<file path="src/rtl/kwdt_pkg.sv">
package kwdt_pkg;

    typedef enum logic [1:0] {
        LK_SHUT = 2'd0,
        LK_HALF = 2'd1,
        LK_OPEN = 2'd2
    } lock_state_e;

    localparam logic [7:0] KEY_UNLOCK = 8'h87;
    localparam logic [7:0] KEY_RELOCK = 8'hAA;

    localparam logic [7:0] IX_PAGE  = 8'h07;
    localparam logic [7:0] PAGE_WDT = 8'h08;
    localparam logic [7:0] IX_EN    = 8'h30;
    localparam logic [7:0] IX_MODE  = 8'hF5;
    localparam logic [7:0] IX_CNT   = 8'hF6;
    localparam logic [7:0] IX_SRC   = 8'hF7;

    localparam int EN_BIT    = 0;
    localparam int MIN_BIT   = 3;
    localparam int KBD_BIT   = 6;
    localparam int MOUSE_BIT = 7;

    localparam int SEC_PER_MIN = 60;

endpackage

</file>
<file path="src/rtl/kwdt_keyseq.sv">
module kwdt_keyseq
    import kwdt_pkg::*;
(
    input  logic       clk,
    input  logic       rst_n,
    input  logic       idx_wr,
    input  logic       dat_wr,
    input  logic [7:0] wdata,
    output logic       open
);

    typedef struct packed {
        lock_state_e st;
    } ks_t;

    ks_t ks_d, ks_q;

    always_comb begin
        ks_d = ks_q;
        unique case (ks_q.st)
            LK_SHUT: begin
                if (idx_wr && wdata == KEY_UNLOCK) ks_d.st = LK_HALF;
            end
            LK_HALF: begin
                if (idx_wr && wdata == KEY_UNLOCK) ks_d.st = LK_OPEN;
                else if (idx_wr || dat_wr)         ks_d.st = LK_SHUT;
            end
            LK_OPEN: begin
                if (idx_wr && wdata == KEY_RELOCK) ks_d.st = LK_SHUT;
            end
            default: ks_d.st = LK_SHUT;
        endcase
    end

    always_ff @(posedge clk or negedge rst_n) begin
        if (!rst_n) ks_q <= '{st: LK_SHUT};
        else        ks_q <= ks_d;
    end

    assign open = (ks_q.st == LK_OPEN);

endmodule

</file>
<file path="src/rtl/kwdt_regfile.sv">
module kwdt_regfile
    import kwdt_pkg::*;
(
    input  logic       clk,
    input  logic       rst_n,
    input  logic       open,
    input  logic       idx_wr,
    input  logic       dat_wr,
    input  logic [7:0] wdata,
    input  logic [7:0] cnt_val,
    output logic [7:0] rd_val,
    output logic       wdt_en,
    output logic       minutes,
    output logic       kbd_en,
    output logic       mouse_en,
    output logic       cnt_load
);

    typedef struct packed {
        logic [7:0] idx;
        logic [7:0] page;
        logic [7:0] ctl;
        logic [7:0] mode;
        logic [7:0] src;
    } rf_t;

    rf_t rf_d, rf_q;
    logic on_page;

    assign on_page = (rf_q.page == PAGE_WDT);

    always_comb begin
        rf_d     = rf_q;
        cnt_load = 1'b0;
        if (idx_wr) rf_d.idx = wdata;
        if (!open) begin
            rf_d.page = '0;
        end else if (dat_wr) begin
            if (rf_q.idx == IX_PAGE) begin
                rf_d.page = wdata;
            end else if (on_page) begin
                case (rf_q.idx)
                    IX_EN:   rf_d.ctl  = wdata;
                    IX_MODE: rf_d.mode = wdata;
                    IX_SRC:  rf_d.src  = wdata;
                    IX_CNT:  cnt_load  = 1'b1;
                    default: ;
                endcase
            end
        end
    end

    always_comb begin
        rd_val = 8'hFF;
        if (open) begin
            if (rf_q.idx == IX_PAGE) begin
                rd_val = rf_q.page;
            end else if (on_page) begin
                case (rf_q.idx)
                    IX_EN:   rd_val = rf_q.ctl;
                    IX_MODE: rd_val = rf_q.mode;
                    IX_SRC:  rd_val = rf_q.src;
                    IX_CNT:  rd_val = cnt_val;
                    default: rd_val = 8'hFF;
                endcase
            end
        end
    end

    always_ff @(posedge clk or negedge rst_n) begin
        if (!rst_n) rf_q <= '0;
        else        rf_q <= rf_d;
    end

    assign wdt_en   = rf_q.ctl[EN_BIT];
    assign minutes  = rf_q.mode[MIN_BIT];
    assign kbd_en   = rf_q.src[KBD_BIT];
    assign mouse_en = rf_q.src[MOUSE_BIT];

endmodule

</file>
<file path="src/rtl/kwdt_countdown.sv">
module kwdt_countdown
    import kwdt_pkg::*;
#(
    parameter int TICKS_PER_SEC = 32768,
    parameter int RST_CYCLES    = 16
) (
    input  logic       clk,
    input  logic       rst_n,
    input  logic       wdt_en,
    input  logic       minutes,
    input  logic       cnt_load,
    input  logic [7:0] load_val,
    input  logic       kbd_evt,
    input  logic       mouse_evt,
    input  logic       kbd_en,
    input  logic       mouse_en,
    output logic [7:0] cnt_val,
    output logic       evt_reload,
    output logic       wdt_rst
);

    localparam int PRE_W   = (TICKS_PER_SEC > 1) ? $clog2(TICKS_PER_SEC) : 1;
    localparam int MDIV_W  = $clog2(SEC_PER_MIN);
    localparam int PULSE_W = $clog2(RST_CYCLES + 1);
    localparam logic [PRE_W-1:0]   PRE_LAST   = PRE_W'(TICKS_PER_SEC - 1);
    localparam logic [MDIV_W-1:0]  MDIV_LAST  = MDIV_W'(SEC_PER_MIN - 1);
    localparam logic [PULSE_W-1:0] PULSE_FULL = PULSE_W'(RST_CYCLES);

    typedef struct packed {
        logic [PRE_W-1:0]   pre;
        logic [MDIV_W-1:0]  mdiv;
        logic [7:0]         cnt;
        logic [7:0]         reload;
        logic [PULSE_W-1:0] pulse;
    } cd_t;

    cd_t cd_d, cd_q;
    logic sec_tick, unit_tick, restart, expire;

    generate
        if (TICKS_PER_SEC == 1) begin : g_no_prescale
            assign sec_tick = wdt_en;
        end else begin : g_prescale
            assign sec_tick = wdt_en && (cd_q.pre == PRE_LAST);
        end
    endgenerate

    assign unit_tick  = minutes ? (sec_tick && cd_q.mdiv == MDIV_LAST) : sec_tick;
    assign evt_reload = (cd_q.cnt != 8'd0) &&
                        ((kbd_evt && kbd_en) || (mouse_evt && mouse_en));
    assign restart    = cnt_load || evt_reload;
    assign expire     = unit_tick && !restart && (cd_q.cnt == 8'd1);

    always_comb begin
        cd_d = cd_q;

        if (!wdt_en || restart || sec_tick) cd_d.pre = '0;
        else                                cd_d.pre = cd_q.pre + 1'b1;

        if (!wdt_en || restart || !minutes)  cd_d.mdiv = '0;
        else if (sec_tick)                   cd_d.mdiv = (cd_q.mdiv == MDIV_LAST) ? '0 : cd_q.mdiv + 1'b1;

        if (cnt_load) begin
            cd_d.cnt    = load_val;
            cd_d.reload = load_val;
        end else if (evt_reload) begin
            cd_d.cnt = cd_q.reload;
        end else if (unit_tick && cd_q.cnt != 8'd0) begin
            cd_d.cnt = cd_q.cnt - 8'd1;
        end

        if (expire)                  cd_d.pulse = PULSE_FULL;
        else if (cd_q.pulse != '0)   cd_d.pulse = cd_q.pulse - 1'b1;
    end

    always_ff @(posedge clk or negedge rst_n) begin
        if (!rst_n) cd_q <= '0;
        else        cd_q <= cd_d;
    end

    assign cnt_val = cd_q.cnt;
    assign wdt_rst = (cd_q.pulse != '0);

endmodule

</file>
<file path="src/rtl/kwdt_ctrl.sv">
module kwdt_ctrl
    import kwdt_pkg::*;
#(
    parameter int              ADDR_W        = 8,
    parameter logic [ADDR_W-1:0] IDX_PORT    = ADDR_W'(8'h2E),
    parameter logic [ADDR_W-1:0] DAT_PORT    = ADDR_W'(8'h2F),
    parameter int              TICKS_PER_SEC = 32768,
    parameter int              RST_CYCLES    = 16
) (
    input  logic              clk,
    input  logic              rst_n,
    input  logic              bus_wr,
    input  logic              bus_rd,
    input  logic [ADDR_W-1:0] bus_addr,
    input  logic [7:0]        bus_wdata,
    output logic [7:0]        bus_rdata,
    input  logic              kbd_evt,
    input  logic              mouse_evt,
    output logic              wdt_rst
);

    logic       idx_wr, dat_wr, dat_rd;
    logic       key_open;
    logic [7:0] rd_val, cnt_val;
    logic       wdt_en, minutes, kbd_en, mouse_en, cnt_load, evt_reload;

    assign idx_wr = bus_wr && (bus_addr == IDX_PORT);
    assign dat_wr = bus_wr && (bus_addr == DAT_PORT);
    assign dat_rd = bus_rd && (bus_addr == DAT_PORT);

    kwdt_keyseq u_keyseq (
        .clk    (clk),
        .rst_n  (rst_n),
        .idx_wr (idx_wr),
        .dat_wr (dat_wr),
        .wdata  (bus_wdata),
        .open   (key_open)
    );

    kwdt_regfile u_regfile (
        .clk      (clk),
        .rst_n    (rst_n),
        .open     (key_open),
        .idx_wr   (idx_wr),
        .dat_wr   (dat_wr),
        .wdata    (bus_wdata),
        .cnt_val  (cnt_val),
        .rd_val   (rd_val),
        .wdt_en   (wdt_en),
        .minutes  (minutes),
        .kbd_en   (kbd_en),
        .mouse_en (mouse_en),
        .cnt_load (cnt_load)
    );

    kwdt_countdown #(
        .TICKS_PER_SEC (TICKS_PER_SEC),
        .RST_CYCLES    (RST_CYCLES)
    ) u_countdown (
        .clk        (clk),
        .rst_n      (rst_n),
        .wdt_en     (wdt_en),
        .minutes    (minutes),
        .cnt_load   (cnt_load),
        .load_val   (bus_wdata),
        .kbd_evt    (kbd_evt),
        .mouse_evt  (mouse_evt),
        .kbd_en     (kbd_en),
        .mouse_en   (mouse_en),
        .cnt_val    (cnt_val),
        .evt_reload (evt_reload),
        .wdt_rst    (wdt_rst)
    );

    assign bus_rdata = dat_rd ? rd_val : 8'hFF;

endmodule

</file>
<file path="config.mk">
export PLATFORM = sky130hd
export DESIGN_NAME = kwdt_ctrl
export DESIGN_NICKNAME = d
export VERILOG_FILES = /design/src/rtl/kwdt_pkg.sv /design/src/rtl/kwdt_keyseq.sv /design/src/rtl/kwdt_regfile.sv /design/src/rtl/kwdt_countdown.sv /design/src/rtl/kwdt_ctrl.sv
export SDC_FILE = /design/constraint.sdc
export NUM_CORES = 1
export LEC_CHECK = 0
export ABC_AREA = 1
export ABC_CLOCK_PERIOD_IN_PS = 3300
export CORE_ASPECT_RATIO = 1.1
export CORE_UTILIZATION = 30
export DETAILED_ROUTE_END_ITERATION = 8
export PLACE_DENSITY = 0.45
export REMOVE_ABC_BUFFERS = 1
export SYNTH_ARGS = -nofsm -noshare
export SYNTH_HDL_FRONTEND = slang
export SYNTH_HIERARCHICAL = 1
export SYNTH_SLANG_ARGS = --single-unit
export TNS_END_PERCENT = 30
</file>
<file path="constraint.sdc">
create_clock -name clk -period 3.3 [get_ports clk]
set_input_delay 0.99 -clock clk [delete_from_list [all_inputs] [get_ports clk]]
set_output_delay 0.99 -clock clk [all_outputs]
set_load 0.05 [all_outputs]
</file>
==> metrics.md, run 1 <==
| Metric | Value |
|---|---|
| Post-route setup TNS | 0 ps |
| Initial DRC count | 210 |
| WL met1 | 5760 um |
| Residual DRC | 0 |
| Ant. Diodes | 0 |
| Max Slew Vio Count | 0 |
| Final Setup Violations | 0 |
| I/O pin total | 31 |
| CORE AREA | 0.0170 sq mm |
| Final wirelength | 13300 um |
| Post-route ant nets | 0 |
| Drt wl/cell | 13.6 um |
| Largest net degree at the start of global routing | 44 |
| Max-slew headroom at the worst pin | 0.594 |
| Worst skew pair latency | 350 ps |
| Die height | 140 um |
| Syn. warnings | 6 |
| Min cycle time layout | 3170 ps |
| Die ar. | 0.0179 sq mm |
| CP Launch Type | primary input |
| Peak supply drop | 0.000219 V |
| Fillers | 1855 |
| Row cnt | 50 |
| CTS Root Cell | clkbuf_16 |
| Total number of vias | 4437 |
| Number of CTS-inserted buffers | 9 |
| Hold slack final | 471 ps |
| I/O Buffers | 30 |
| Met3 WL | 357 um |
| RSZ-0062 raised after global routing | yes |
| Worst slew pin tran | 609 ps |
| Outcome | complete, no violations |
| DP Wirelength | 9770 um |
| CTS H-tree depth | 3 |
| Synth Cell Area | 0.00521 sq mm |
| Area of the multi-input gates | 0.00258 sq mm |
| MaxCap Viol Count | 0 |
| Worst setup EP type | primary output |
| TritonCTS clock tree | built |
| Critical path required time | 2310 ps |
| Initial DRT Pass Iterations | 5 |
| Leak Pwr | 3.17 nW |
| Die X | 128 um |
| GRT overflow | 0 |
| Syn-to-layout area delta | 16.8% |
| Mean Syn Cell Area | 7.41 sq um |
| Placer congestion estimate | 0.852 |
| Crit path kind | in -> out |
| Clock Tree Buf Depth | 2 |
| Crit path DAT | 2180 ps |
| Met2 Wirelength | 6800 um |
| Fin nets | 767 |
| Number of global-route vias before repair | 4417 |
| Starting density of the core | 0.306 |
| Setup Skew | 10.1 ps |
| Power per cell area | 391 mW/mm^2 |
| Total GRT Usage | 0.159 |
| Period utilisation layout | 0.962 |
| Total clock sinks | 84 |
| First-pass GRT wire length | 21800 um |
| Top sig layer | met4 |
| F_max | 315 MHz |
| Path type of the worst min-delay path | reg -> reg |
| Vias per inst | 4.54 |
| Util after Layout | 0.358 |
| Final Hold Viols | 0 |
| Hold_buf cts | 0 |
| Antenna violations before repair | 0 |
| Mapped Cells | 703 |
| Worst-path clk slew | 60 ps |
| Storage cell area | 0.00210 sq mm |
| Crit path max fanout | 8 |
| R2r setup slk | 1070 ps |
| Share of cells above drive strength 1 | 0.163 |
## critical path, stage by stage
cell,delay [ps]
clkdlybuf4s50_1,470
nand2_2,90
nor2_8,120
buf_4,170
nand4_1,150
buf_12,190
## area by class of cell
type,instances,share of cell area
clock buffers,9,0.0370
clock inverters,7,0.0125
inverters,104,0.0650
multi-input cells,494,0.424
flip-flops and latches,84,0.345
well taps,234,0.0481
repair buffers,45,0.0683
## metrics by stage
stage	power (W)	setup WS, ps	instance area [sq um]	std cells
floorplan	0.00124	156	5050	681
global placement	0.00136	98.4	5740	958
detailed placement	0.00136	43.2	5740	958
CTS	0.00241	31.2	6040	974
global route	0.00249	-28.8	6080	977
finish	0.00238	127	6080	977
## report_power, final
group          internal [W]  leakage, nW  switching [W]  total, W
combinational     0.0000837         1.95       0.000166  0.000250
sequential          0.00105         1.07      0.0000367   0.00109
clock              0.000591        0.142       0.000449   0.00104
## routing by layer
metal | vias up | GRT usage
li1 | 2255 | -
met1 | 2087 | 0.186
met2 | 71 | 0.286
met3 | 24 | 0.0244
met4 | 0 | 0.0693
met5 | - | 0
## what timing repair did
action,4_1_cts,5_1_grt
hold endpoints to repair,0,0
setup endpoints to repair,0,7
setup buffers,0,2
resized for setup,0,6
## state kept, by name, summed over array words and instances, names as in the netlist
signal,flops
u_regfile/rf_q,36
u_countdown/cd_q,34
u_countdown/cnt_val,8
u_keyseq/ks_q,2
u_regfile/kbd_en,1
u_regfile/minutes,1
u_regfile/mouse_en,1
u_regfile/wdt_en,1
## worst paths after layout
| path | from | cells after the start | end |
|---|---|---|---|
| worst max-delay path | bus_addr[2] | 6 | bus_rdata[4] |
| worst min-delay path | u_countdown/cd_q[5] | 2 | u_countdown/cd_q[5] |
| worst max register to register | u_regfile/rf_q[39] | 13 | u_countdown/cd_q[34] |
| worst min register to register | u_countdown/cd_q[5] | 2 | u_countdown/cd_q[5] |
| max in group asynchronous | rst_n | 2 | u_regfile/rf_q[26] |
| min in group asynchronous | rst_n | 1 | u_countdown/cd_q[24] |
## placed cells by master (no fill, tap or decap), types with 12 or more instances in the layout
cell type        instances
nand2_2                 18
o21ai_0                 34
clkdlybuf4s50_1         21
dfrtp_1                 84
nor2_1                  69
inv_1                   96
buf_4                   22
nand4_1                 13
nand2_1                201
nand3_1                 53
nor2_2                  18
o21ai_2                 12
No activity file was read; power rests on OpenSTA's default activity.
==> run 2, diff against run 1 <==
--- a/config.mk
+++ b/config.mk
@@ -11,7 +11,9 @@
 export CORE_UTILIZATION = 30
 export DETAILED_ROUTE_END_ITERATION = 8
 export PLACE_DENSITY = 0.45
+export RECOVER_POWER = 25
 export REMOVE_ABC_BUFFERS = 1
+export SKIP_LAST_GASP = 1
 export SYNTH_ARGS = -nofsm -noshare
 export SYNTH_HDL_FRONTEND = slang
 export SYNTH_HIERARCHICAL = 1
==> run 2 against run 1 <==
Final cell count unchanged. Core utilization decreased by 0.12 points. Worst hold slack about the same. First-iteration DRC count increased by 10%. Combinational power decreased by 2%. Sequential cell count unchanged. Power decreased by 0.21%. Critical endpoint unchanged. Largest power group unchanged. Highest routed layer unchanged.
==> metrics.md, run 2 (same netlist as run 1, synthesis figures left out) <==
| Metric | Value |
|---|---|
| Outcome | complete, no violations |
| Slowest stage delay, CP | 470 ps (about the same) |
| First-pass GRT wire length | 21800 um (unchanged) |
| Starting density of the core | 0.306 (unchanged) |
| Worst Setup SP | bus_addr[2] |
| Die X | 128 um (unchanged) |
| Die ar. | 0.0179 sq mm (unchanged) |
| Number of global-route vias before repair | 4417 (unchanged) |
| Cell Area, Placed | 0.00574 sq mm (unchanged) |
| Period utilisation layout | 0.962 (about the same) |
| Crit-path cells | clkdlybuf4s50_1 > nand2_2 > nor2_8 > buf_4 > nand4_1 > buf_12 |
| Power per cell area | 392 mW/mm^2 (+0.12%) |
| Total clock sinks | 84 (unchanged) |
| Hold slack final | 471 ps (-0.197 ps) |
| Design area | 0.00606 sq mm (-0.33%) |
| Max Slew Vio Count | 0 (unchanged) |
| Worst setup EP type | primary output |
| Path type of the worst min-delay path | reg -> reg |
| GRT overflow | 0 (unchanged) |
| Area of the multi-input gates | 0.00257 sq mm (about the same) |
| Share of cells above drive strength 1 | 0.162 (-0.00135) |
| Most frequent cells in the layout | nand2_1, inv_1, dfrtp_1, nor2_1, nand3_1 |
| Min cycle time layout | 3170 ps (-0.0650 ps) |
| Total number of vias | 4444 (+0.16%) |
| DP Wirelength | 9770 um (unchanged) |
| Worst-path clk slew | 60 ps (about the same) |
| R2r setup slk | 1070 ps (about the same) |
| Crit path DAT | 2180 ps (about the same) |
| Ant. Diodes | 0 (unchanged) |
| Largest net degree at the start of global routing | 44 (unchanged) |
| Final wirelength | 13200 um (-0.17%) |
| Worst slew pin tran | 1160 ps (+552 ps) |
| I/O Buffers | 30 (unchanged) |
| TritonCTS clock tree | built |
| Row cnt | 50 (unchanged) |
| CP Launch Type | primary input |
| Leak Pwr | 3.16 nW (-0.22%) |
| Worst setup path endpoint | bus_rdata[4] |
| Final Setup Violations | 0 (unchanged) |
| Fillers | 1859 (+0.22%) |
| Initial DRT Pass Iterations | 4 (-1) |
| Number of CTS-inserted buffers | 9 (unchanged) |
| Placed cells | 958 (unchanged) |
| Commonest non-fill, non-tap cell in the layout | nand2_1 |
| RSZ-0062 raised after global routing | yes |
| Initial DRC count | 231 (+10%) |
| F_max | 315 MHz (about the same) |
| Max-slew headroom at the worst pin | 0.226 (-0.368) |
| Fin nets | 767 (unchanged) |
| MaxCap Viol Count | 0 (unchanged) |
| Post-route ant nets | 0 (unchanged) |
| Critical path required time | 2310 ps (about the same) |
| Crit path kind | in -> out |
| Post-route setup TNS | 0 ps (unchanged) |
| Total GRT Usage | 0.159 (unchanged) |
| Reg2reg end | u_countdown/cd_q[34] |
| Slowest cell on crit path | clkdlybuf4s50_1 |
| Util after Layout | 0.356 (-0.00118) |
| Setup Skew | 9.58 ps (-0.554 ps) |
| Max reg flops | 36 (unchanged) |
| Biggest register | u_regfile/rf_q |
| CTS Root Cell | clkbuf_16 |
| Drt wl/cell | 13.6 um (-0.17%) |
| Syn-to-layout area delta | 16.4% |
| Peak supply drop | 0.000219 V (about the same) |
| Die height | 140 um (unchanged) |
| Clock Tree Buf Depth | 2 (unchanged) |
| Vias per inst | 4.55 (+0.16%) |
| Storage cell area | 0.00210 sq mm (unchanged) |
| Placer congestion estimate | 0.852 (unchanged) |
| Final Hold Viols | 0 (unchanged) |
| Worst r2r src | u_regfile/rf_q[39] |
| Worst r2r path cells | 13 (unchanged) |
| Crit path max fanout | 8 (unchanged) |
| Antenna violations before repair | 0 (unchanged) |
| I/O pin total | 31 (unchanged) |
| Worst skew pair latency | 350 ps (about the same) |
| Final Non-Filler Cells | 977 (unchanged) |
| Hold_buf cts | 0 (unchanged) |
| CTS H-tree depth | 3 (unchanged) |
| Residual DRC | 0 (unchanged) |
| CORE AREA | 0.0170 sq mm (unchanged) |
==> run 2: changes by cell type in the layout (fill, tap and decap cells not counted) <==
cell      change
clkbuf_2      +2
nor2_2        -1
nor2_1        +1
buf_4         -1
buf_12        -1
==> run 2: worst min path at each step <==
stage / start / endpoint / cells after the start
final: u_countdown/cd_q[5] / u_countdown/cd_q[5] / 2
after global routing: u_countdown/cd_q[27] / u_countdown/cd_q[27] / 1
after CTS: u_countdown/cd_q[5] / u_countdown/cd_q[5] / 2
after detailed placement: u_countdown/cd_q[5] / u_countdown/cd_q[5] / 2
after global placement: u_countdown/cd_q[5] / u_countdown/cd_q[5] / 2
after floorplan: u_countdown/cd_q[10] / u_countdown/cd_q[10] / 2
==> run 2: timing repair <==
| action | 4_1_cts | 5_1_grt |
|---|---|---|
| gates resized for setup | 0 | 5 |
| setup buffers | 0 | 2 |
| endpoints found under the setup margin | 0 | 7 |
==> run 2: cell type report <==
class                      count  area share
tap                          234      0.0483
timing repair buffer          45      0.0656
inverter                     104      0.0652
sequential                    84       0.347
multi-input combinational    494       0.425
clock buffer                   9      0.0371
clock inverter                 7      0.0126
==> run 2: metrics by stage <==
step	power (W)	worst slack, ps
6_report	0.00238	127
3_3_place_gp	0.00136	98.4
3_5_place_dp	0.00136	43.2
4_1_cts	0.00241	31.2
2_1_floorplan	0.00124	156
5_1_grt	0.00248	-28.8
==> run 2: routing by layer <==
metal | track usage | routed length (um) | share of wire | vias up
li1 | - | - | - | 2255
met1 | 0.186 | 5760 | 0.43 | 2105
met2 | 0.286 | 6790 | 0.51 | 60
met3 | 0.0244 | 350 | 0.026 | 24
met4 | 0.0693 | 346 | 0.026 | 0
met5 | 0 | 0 | 0 | -
==> run 2: critical path, delay by kind of cell <==
family	cells	cell delay, ps
buffers and inverters	3	830
AND/OR/NAND/NOR	3	360
==> run 2: power breakdown <==
group,internal (W),switching (W),total [W]
clock network,0.000590,0.000448,0.00104
registers,0.00105,0.0000366,0.00109
logic,0.0000813,0.000165,0.000246
